File: src/rtl/fdc_dma_pkg.sv
`timescale 1ns/1ps
package fdc_dma_pkg;

  typedef enum logic [1:0] {
    XFER_IDLE = 2'd0,
    XFER_MEM  = 2'd1,
    XFER_PUSH = 2'd2
  } xferState_t;

  // strobes from the sequencer to the datapath and the pins
  typedef struct packed {
    logic fdcRd;
    logic fdcWr;
    logic memReq;
    logic memWe;
    logic capMem;
    logic advance;
  } xferStrobe_t;

  localparam logic [1:0] OFFS_DRIVE = 2'd0;
  localparam logic [1:0] OFFS_CTRL  = 2'd1;
  localparam logic [1:0] OFFS_HI    = 2'd2;
  localparam logic [1:0] OFFS_LO    = 2'd3;

  localparam int CTL_IRQ_BIT  = 7;
  localparam int CTL_SIDE_BIT = 6;
  localparam int CTL_DIR_BIT  = 5;
  localparam int CTL_EN_BIT   = 4;

endpackage

File: src/rtl/fdc_dma_seq.sv
`timescale 1ns/1ps
module fdc_dma_seq
  import fdc_dma_pkg::*;
(
  input  logic        clk,
  input  logic        rstN,
  input  logic        dmaEn,
  input  logic        dmaDir,
  input  logic        fdcDrq,
  input  logic        memAck,
  output xferStrobe_t strobe
);

  xferState_t state, stateNext;
  logic       dirHold, dirHoldNext;

  always_comb begin
    strobe      = '0;
    stateNext   = state;
    dirHoldNext = dirHold;
    unique case (state)
      XFER_IDLE: begin
        if (dmaEn && fdcDrq) begin
          dirHoldNext  = dmaDir;
          strobe.fdcRd = !dmaDir;
          stateNext    = XFER_MEM;
        end
      end
      XFER_MEM: begin
        strobe.memReq = 1'b1;
        strobe.memWe  = !dirHold;
        if (memAck) begin
          if (dirHold) begin
            strobe.capMem = 1'b1;
            stateNext     = XFER_PUSH;
          end else begin
            strobe.advance = 1'b1;
            stateNext      = XFER_IDLE;
          end
        end
      end
      XFER_PUSH: begin
        strobe.fdcWr   = 1'b1;
        strobe.advance = 1'b1;
        stateNext      = XFER_IDLE;
      end
      default: stateNext = XFER_IDLE;
    endcase
  end

  always_ff @(posedge clk) begin
    if (!rstN) begin
      state   <= XFER_IDLE;
      dirHold <= 1'b0;
    end else begin
      state   <= stateNext;
      dirHold <= dirHoldNext;
    end
  end


  req_hold_chk: assert property (@(posedge clk) disable iff (!rstN)
    (strobe.memReq && !memAck) |=> (strobe.memReq && $stable(strobe.memWe)));


  rd_then_store_chk: assert property (@(posedge clk) disable iff (!rstN)
    strobe.fdcRd |=> (strobe.memReq && strobe.memWe));


  push_after_ack_chk: assert property (@(posedge clk) disable iff (!rstN)
    strobe.fdcWr |-> ($past(memAck) && $past(strobe.memReq) && !$past(strobe.memWe)));

endmodule

File: src/rtl/fdc_dma_path.sv
`timescale 1ns/1ps
module fdc_dma_path
  import fdc_dma_pkg::*;
#(
  parameter int DATA_W = 8,
  parameter int ADDR_W = 16,
  parameter int BANK_W = 4
) (
  input  logic                       clk,
  input  logic                       rstN,
  input  logic                       busEn,
  input  logic                       busWe,
  input  logic [1:0]                 busOffs,
  input  logic [DATA_W-1:0]          busWdata,
  output logic [DATA_W-1:0]          busRdata,
  input  logic                       fdcDrq,
  input  logic                       fdcIntrq,
  input  logic                       motorDelay,
  input  logic                       driveFault,
  input  logic                       driveSize,
  input  logic                       dipSense,
  input  logic                       fdcRdStb,
  input  logic                       capMemStb,
  input  logic                       advanceStb,
  input  logic [DATA_W-1:0]          fdcDataIn,
  input  logic [DATA_W-1:0]          memRdata,
  output logic [DATA_W-1:0]          dataOut,
  output logic [ADDR_W+BANK_W-1:0]   memAddr,
  output logic [DATA_W-1:0]          driveSel,
  output logic                       sideSel,
  output logic                       dmaEn,
  output logic                       dmaDir,
  output logic                       irqOut
);

  localparam int FULL_W  = ADDR_W + BANK_W;
  localparam int HALF_W  = ADDR_W / 2;
  localparam int FLAG_W  = DATA_W - BANK_W;
  localparam int FLAG_IRQ  = CTL_IRQ_BIT  - BANK_W;
  localparam int FLAG_SIDE = CTL_SIDE_BIT - BANK_W;
  localparam int FLAG_DIR  = CTL_DIR_BIT  - BANK_W;
  localparam int FLAG_EN   = CTL_EN_BIT   - BANK_W;

  logic [DATA_W-1:0] driveReg;
  logic [FLAG_W-1:0] ctrlFlags;
  logic [FULL_W-1:0] addrReg, addrNext, addrStep;
  logic [DATA_W-1:0] statusReg;
  logic [DATA_W-1:0] dataLatch;
  logic              wrDrive, wrCtrl, wrHi, wrLo, addrWrite;

  assign wrDrive   = busEn && busWe && (busOffs == OFFS_DRIVE);
  assign wrCtrl    = busEn && busWe && (busOffs == OFFS_CTRL);
  assign wrHi      = busEn && busWe && (busOffs == OFFS_HI);
  assign wrLo      = busEn && busWe && (busOffs == OFFS_LO);
  assign addrWrite = wrCtrl || wrHi || wrLo;

  // advance first, then let a bus write replace its own field
  always_comb begin
    addrStep = advanceStb ? addrReg + FULL_W'(1) : addrReg;
    addrNext = addrStep;
    if (wrCtrl) addrNext[FULL_W-1:ADDR_W]  = busWdata[BANK_W-1:0];
    if (wrHi)   addrNext[ADDR_W-1:HALF_W]  = busWdata;
    if (wrLo)   addrNext[HALF_W-1:0]       = busWdata;
  end

  always_ff @(posedge clk) begin
    if (!rstN) begin
      driveReg  <= '0;
      ctrlFlags <= '0;
      addrReg   <= '0;
      statusReg <= '0;
      dataLatch <= '0;
    end else begin
      statusReg <= {fdcDrq, fdcIntrq, motorDelay, ctrlFlags[FLAG_EN],
                    driveFault, driveSize, 1'b0, dipSense};
      if (wrDrive) driveReg  <= busWdata;
      if (wrCtrl)  ctrlFlags <= busWdata[DATA_W-1:BANK_W];
      addrReg <= addrNext;
      if (fdcRdStb)       dataLatch <= fdcDataIn;
      else if (capMemStb) dataLatch <= memRdata;
    end
  end

  always_comb begin
    unique case (busOffs)
      OFFS_DRIVE: busRdata = statusReg;
      OFFS_HI:    busRdata = addrReg[ADDR_W-1:HALF_W];
      OFFS_LO:    busRdata = addrReg[HALF_W-1:0];
      default:    busRdata = '1;
    endcase
  end

  assign dataOut  = dataLatch;
  assign memAddr  = addrReg;
  assign driveSel = driveReg;
  assign sideSel  = ctrlFlags[FLAG_SIDE];
  assign dmaEn    = ctrlFlags[FLAG_EN];
  assign dmaDir   = ctrlFlags[FLAG_DIR];
  assign irqOut   = ctrlFlags[FLAG_IRQ] && statusReg[CTL_IRQ_BIT-1];


  addr_step_chk: assert property (@(posedge clk) disable iff (!rstN)
    (advanceStb && !addrWrite) |=> (addrReg == $past(addrReg) + FULL_W'(1)));


  status_intrq_chk: assert property (@(posedge clk) disable iff (!rstN)
    $rose(fdcIntrq) |=> statusReg[6]);


  idle_addr_chk: assert property (@(posedge clk) disable iff (!rstN)
    (!dmaEn && !advanceStb && !addrWrite) |=> $stable(addrReg));

endmodule

File: src/rtl/fdc_dma_bridge.sv
`timescale 1ns/1ps
module fdc_dma_bridge
  import fdc_dma_pkg::*;
#(
  parameter int DATA_W = 8,
  parameter int ADDR_W = 16,
  parameter int BANK_W = 4
) (
  input  logic                     clk,
  input  logic                     rstN,
  input  logic                     busEn,
  input  logic                     busWe,
  input  logic [1:0]               busOffs,
  input  logic [DATA_W-1:0]        busWdata,
  output logic [DATA_W-1:0]        busRdata,
  input  logic                     fdcDrq,
  input  logic                     fdcIntrq,
  input  logic                     motorDelay,
  input  logic                     driveFault,
  input  logic                     driveSize,
  input  logic                     dipSense,
  input  logic [DATA_W-1:0]        fdcDataIn,
  output logic                     fdcRd,
  output logic                     fdcWr,
  output logic [DATA_W-1:0]        fdcDataOut,
  output logic                     memReq,
  output logic                     memWe,
  output logic [ADDR_W+BANK_W-1:0] memAddr,
  output logic [DATA_W-1:0]        memWdata,
  input  logic [DATA_W-1:0]        memRdata,
  input  logic                     memAck,
  output logic [DATA_W-1:0]        driveSel,
  output logic                     sideSel,
  output logic                     irqOut
);

  xferStrobe_t       strobe;
  logic              dmaEn, dmaDir;
  logic [DATA_W-1:0] dataOut;

  fdc_dma_seq i_seq (
    .clk    (clk),
    .rstN   (rstN),
    .dmaEn  (dmaEn),
    .dmaDir (dmaDir),
    .fdcDrq (fdcDrq),
    .memAck (memAck),
    .strobe (strobe)
  );

  fdc_dma_path #(.DATA_W(DATA_W), .ADDR_W(ADDR_W), .BANK_W(BANK_W)) i_path (
    .clk        (clk),
    .rstN       (rstN),
    .busEn      (busEn),
    .busWe      (busWe),
    .busOffs    (busOffs),
    .busWdata   (busWdata),
    .busRdata   (busRdata),
    .fdcDrq     (fdcDrq),
    .fdcIntrq   (fdcIntrq),
    .motorDelay (motorDelay),
    .driveFault (driveFault),
    .driveSize  (driveSize),
    .dipSense   (dipSense),
    .fdcRdStb   (strobe.fdcRd),
    .capMemStb  (strobe.capMem),
    .advanceStb (strobe.advance),
    .fdcDataIn  (fdcDataIn),
    .memRdata   (memRdata),
    .dataOut    (dataOut),
    .memAddr    (memAddr),
    .driveSel   (driveSel),
    .sideSel    (sideSel),
    .dmaEn      (dmaEn),
    .dmaDir     (dmaDir),
    .irqOut     (irqOut)
  );

  assign fdcRd      = strobe.fdcRd;
  assign fdcWr      = strobe.fdcWr;
  assign memReq     = strobe.memReq;
  assign memWe      = strobe.memWe;
  assign fdcDataOut = dataOut;
  assign memWdata   = dataOut;

endmodule

File: config.mk
export PLATFORM = sky130hd
export DESIGN_NAME = fdc_dma_bridge
export DESIGN_NICKNAME = d
export VERILOG_FILES = /design/src/rtl/fdc_dma_pkg.sv /design/src/rtl/fdc_dma_seq.sv /design/src/rtl/fdc_dma_path.sv /design/src/rtl/fdc_dma_bridge.sv
export SDC_FILE = /design/constraint.sdc
export NUM_CORES = 1
export LEC_CHECK = 0
export BUFFER_PORTS_ARGS = -buffer_cell sky130_fd_sc_hd__buf_2
export CORE_MARGIN = 10
export CORE_UTILIZATION = 50
export CTS_CLUSTER_DIAMETER = 150
export DETAILED_ROUTE_END_ITERATION = 6
export PLACE_DENSITY = 0.91
export SKIP_CTS_REPAIR_TIMING = 1
export SYNTH_ARGS = -nofsm -noshare
export SYNTH_HDL_FRONTEND = slang
export SYNTH_HIERARCHICAL = 1
export SYNTH_SLANG_ARGS = --single-unit
File: constraint.sdc
create_clock -name clk -period 2.4 [get_ports clk]
set_input_delay 0.24 -clock clk [delete_from_list [all_inputs] [get_ports clk]]
set_output_delay 0.24 -clock clk [all_outputs]
set_load 0.02 [all_outputs]
Word-level counts from Yosys, hierarchy flattened
Cells that the tools add are included.
Operators by class
  add/subtract/negate cells: 1
  equal/unequal tests: 7
  multiplexer cells: 19
  reduce and logical (&&, ||, !) cells: 17
Operators with widths (number)
  $mux W8: 4
  $pmux W8 S3: 1
  $add A20 B1 Y20 const B: 1
  $mux W20: 1
  $mux W2: 4
  $reduce_bool A2 Y1: 4
  $logic_and A1 B1 Y1: 7
  $eq A2 B2 Y1 const B: 3
  $mux W1: 5
  $eq A2 B1 Y1 const B: 2
  $logic_not A2 Y1: 2
  $mux W4: 1
  $pmux W2 S2: 1
  $reduce_and A2 Y1: 2
  $mux W3: 1
  $logic_not A1 Y1: 2
  $ne A2 B1 Y1 const B: 1
  $ne A2 B2 Y1 const B: 1
  $pmux W1 S2: 1
Storage, ports and cells
  register bits after elaboration: 51
  bits of input ports: 37
  output and inout port bits: 58

Logic depth before layout (Yosys ltp)
  depth after elaboration: 5
  depth in mapped cells: 10
  mapped depth without buffers: 9

Cells and area by module
The synthesis kept the hierarchy.
By module, submodules not included
  fdc_dma_path: instances 1, cells each 276, area an instance 2316.0 um^2
  fdc_dma_seq: instances 1, cells each 28, area an instance 242.7 um^2
  fdc_dma_bridge: instances 1, cells each 8, area an instance 60.1 um^2

Worst setup path after synthesis
Ideal clock, no wire load.
  path type: register -> register
  start point: register i_seq.state[1]
  end point: register i_path.addrReg[13] (netlist: i_path/memAddr[13])
  arrival time: 1846 ps
  required time: 2282 ps
  path slack: 435 ps
  stages on the path, launching flop included: 11
  buffers on the path: 1
  clock period less this slack: 1965 ps
  cells stage by stage: dfxtp_1 > inv_1 > ha_1 > nand2_1 > nor2_1 > o21a_1 > buf_2 > nand3_1 > nor4_1 > and3_1 > nor3_1
RTL lines
  from (decl): line fdc_dma_seq.sv:14  | xferState_t state, stateNext;
  from (signal assigned): line fdc_dma_seq.sv:56  | state <= stateNext;
  to (signal assigned): line fdc_dma_path.sv:78  | addrReg <= addrNext;
  to (decl): line fdc_dma_path.sv:46  | logic [FULL_W-1:0] addrReg, addrNext, addrStep;

==> metrics.md <==
| Metric | Value |
|---|---|
| Final Instance Area | `roughly 3200 µm²` |
| H-tree depth | `2` |
| Clock power share | `0.334` |
| Crit start category | `flip-flop` |
| Switch Pwr | `around 450 µW` |
| Clock Path Buffers | `2` |
| Netlist Area Pre-Place | `about 2600 µm²` |
| Synth Area per Inst | `8.39 µm²` |
| Clock sinks | `50` |
| Register area | `1000 µm²` |
| Vias/cell | `5.71` |
| GRT overflow | `0` |
| # port buffers | `94` |
| Share of layout cells above drive strength 1 | `0.310` |
| Logic pwr share | `0.139` |
| Sw Ratio | `0.268` |
| Unique masters post-synth | `43` |
| Min-delay src | `motorDelay` |
| 1st-iter DRT viols | `243` |
| Clk slew on worst S/H paths | `0.09 ns` |
| Worst hold stages | `2` |
| Worst Skew | `0.00468 ns` |
| Share of synthesized cell area in full adder, half adder and majority cells | `0.0239` |
| Number of synthesized register bits | `50` |
| Hold EP | `i_path/statusReg[5]` |
| Max Cap Viol | `0` |
| CTS buffer count | `5` |
| Critical Path RT | `2.60 ns` |
| I/O pin count | `95` |
| Clock latency on the worst-skew pair | `0.30 ns` |
| Routed Antenna Nets | `0` |
| Leakage | `~1.4 nW` |
| RSZ-0062 raised after global routing | `no` |
| Compound-cell area share of the yosys netlist | `0.141` |
| WS Path Type | `reg -> reg` |
| Main combinational cell family by area after synthesis | `simple AND/OR/NAND/NOR gates` |
| R2r setup slk | `0.21 ns` |
| Fraction of synthesized cell area in xor and xnor cells | `0.0435` |
| Most common cell after layout, fill and taps aside | `buf_2` |
| Root Driver | `clkbuf_8` |
| Gr usage total | `0.177` |
| Mapped Nets | `between 300 and 400` |
| Synthesis-to-layout area growth | `21.4%` |
| P_int | `1.24 mW` |
| Die W | `around 92 µm` |
| Max transition margin | `0.489` |
| Wirelength per Cell | `roughly 17 µm` |
| Die area | `8530 µm²` |
| Largest net degree at the start of global routing | `32` |
| Die H | `92.4 µm` |
| Mux share of post-synthesis cell area | `0.0755` |
| Total power divided by cell area | `533 nW/µm²` |
| Final worst path period need | `2.19 ns` |
| Worst flop-to-flop path startpoint | `i_seq/state[1]` |
| Pre-antenna DRT Iters | `5` |
| R2R depth | `9` |
| Worst Hold Class | `in -> reg` |
| # rows | `26` |
| Status | `complete, no violations` |
| Core footprint | `5110 µm²` |
| Antenna violations before repair | `0` |
| Setup TNS | `0 ns` |
| Via count | `2646` |
| YS warnings | `6` |
| Cell Area, Placed | `3070 µm²` |
| Pwr Total | `1.69 mW` |
| Fmax | `0.456 GHz` |
| CTS tree | `yes` |
| VDD IR-drop max | `0.000433 V` |
| Critical-path maximum fanout | `9` |
| Final hold violations | `0` |
| Reg-to-Reg End | `i_path/memAddr[13]` |
| Endpoints failing setup | `0` |
| Routed WL | `7820 µm` |
| Synth Area in Simple Gates | `0.274` |
| Max Slew Vio Count | `0` |
| Worst EP arrival | `2.39 ns` |
| First-pass GRT wire length | `12600 µm` |
| Most frequent cells in the layout | `94 x buf_2, 50 x dfxtp_1, 35 x nand2_1` |
| Least-Margin Pin Slew | `0.761 ns` |
| Layout fillers | `453` |
| DRC viols | `0` |
| Initial core utilization | `0.513` |
| Final HPWL DP | `5770 µm` |
| Nets@finish | `434` |
| Register area share after synthesis | `0.382` |
| Tcrit/Tclk final | `0.913` |
| Vias in the first global route | `2542` |
| Area occupied by multi-input gates | `1460 µm²` |
| Syn Inst Count | `roughly 310` |
| Critical path endpoint category | `flip-flop` |
| # diodes | `0` |
| Sequential Power Share | `0.527` |
| Routability cong. | `0.922` |
-- critical path: stages (launching register included) --
cell,delay (ns)
dfxtp_1,0.34
inv_1,0.10
ha_1,0.23
nand2_1,0.07
nor2_1,0.08
o21a_1,0.33
nand3_1,0.27
nor4_1,0.40
and3_1,0.22
nor3_1,0.05
-- synthesized netlist by cell type, drive strengths merged --
cell    instances  area, µm²
nor2           31        116
clkbuf         10       38.8
nand2b          2       12.5
inv             5       18.8
mux2            6       67.6
nor2b           3       26.3
nor3            9       45.0
nor3b           1       7.51
mux2i          13        130
a211o           1       8.76
dfxtp          50       1000
xnor2           9       78.8
nand3          10       50.1
a211oi          5       37.5
a31oi           1       6.26
nand4          12       96.3
o21a            1       7.51
and3            7       45.1
buf            15        100
and4b           1       10.0
or3             1       6.26
o211a           1       10.0
nand2          35        131
and2            8       50.1
nor4           11        103
a21oi          32        160
o22ai           1       12.5
ha              5       62.6
o22a            7       61.3
xor2            4       35.0
o21ai          13       65.1
nand4b          2       17.5
-- worst max-delay path by stage --
stage / from / end / slack (ns)
finish: i_seq/state[1] / i_path/memAddr[13] / 0.21
global route: i_seq/state[1] / i_path/memAddr[13] / 0.06
CTS: i_seq/state[1] / i_path/memAddr[13] / 0.26
detailed placement: i_seq/state[1] / i_path/memAddr[13] / 0.28
global placement: i_seq/state[1] / i_path/memAddr[13] / 0.45
floorplan: i_seq/state[1] / i_path/memAddr[13] / 0.44
-- sequential cells by signal, indices dropped and copies added, names as in the netlist --
signal	count
i_seq/state	2
i_path/memAddr	20
i_path/driveSel	8
i_seq/dirHold	1
i_path/ctrlFlags	4
i_path/dataOut	8
i_path/statusReg	7
-- area by class of cell --
class                           count  area share
Timing Repair Buffer               98       0.157
Sequential cell                    50       0.315
Tap cell                           70      0.0276
Multi-Input combinational cell    232       0.459
Clock buffer                        8      0.0346
Inverter                            5     0.00591
-- power groups by stage --
stage / sequential, mW / combinational (mW) / clock, mW
3_5_place_dp: 0.911 / 0.233 / 0
2_1_floorplan: 0.930 / 0.111 / 0
6_report: 0.893 / 0.235 / 0.565
4_1_cts: 0.892 / 0.235 / 0.578
5_1_grt: 0.897 / 0.257 / 0.619
3_3_place_gp: 0.909 / 0.229 / 0
-- per-stage QoR --
| stage | instances | hold WS, ns | setup WS [ns] | utilization |
|---|---|---|---|---|
| final | 463 | 0.138 | 0.209 | 0.622 |
| after global routing | 463 | 0.141 | 0.0604 | 0.622 |
| after CTS | 463 | 0.133 | 0.265 | 0.622 |
| after detailed placement | 455 | 0.445 | 0.277 | 0.601 |
| after global placement | 455 | 0.437 | 0.449 | 0.601 |
| after floorplan | 312 | 0.367 | 0.435 | - |
-- per-layer routing --
layer / wire length (µm) / share of wire / vias to the layer above / GRT usage
li1: - / - / 1252 / -
met1: 3130 / 0.40 / 1228 / 0.213
met2: 3760 / 0.48 / 147 / 0.295
met3: 775 / 0.099 / 19 / 0.0533
met4: 146 / 0.019 / 0 / 0.0566
met5: 0 / 0 / - / 0
-- cells by family (layout without fill, tap and decap cells) --
group                      count (synthesis)  after routing
AOI/OAI and AO/OA                         62             62
xor gates and xnor gates                  13             13
adders and majority gates                  5              5
buffers and inverters                     30            111
DFF                                       50             50
muxes                                     19             19
and+or+nand+nor                          133            133
(Power assumes the default switching activity.)
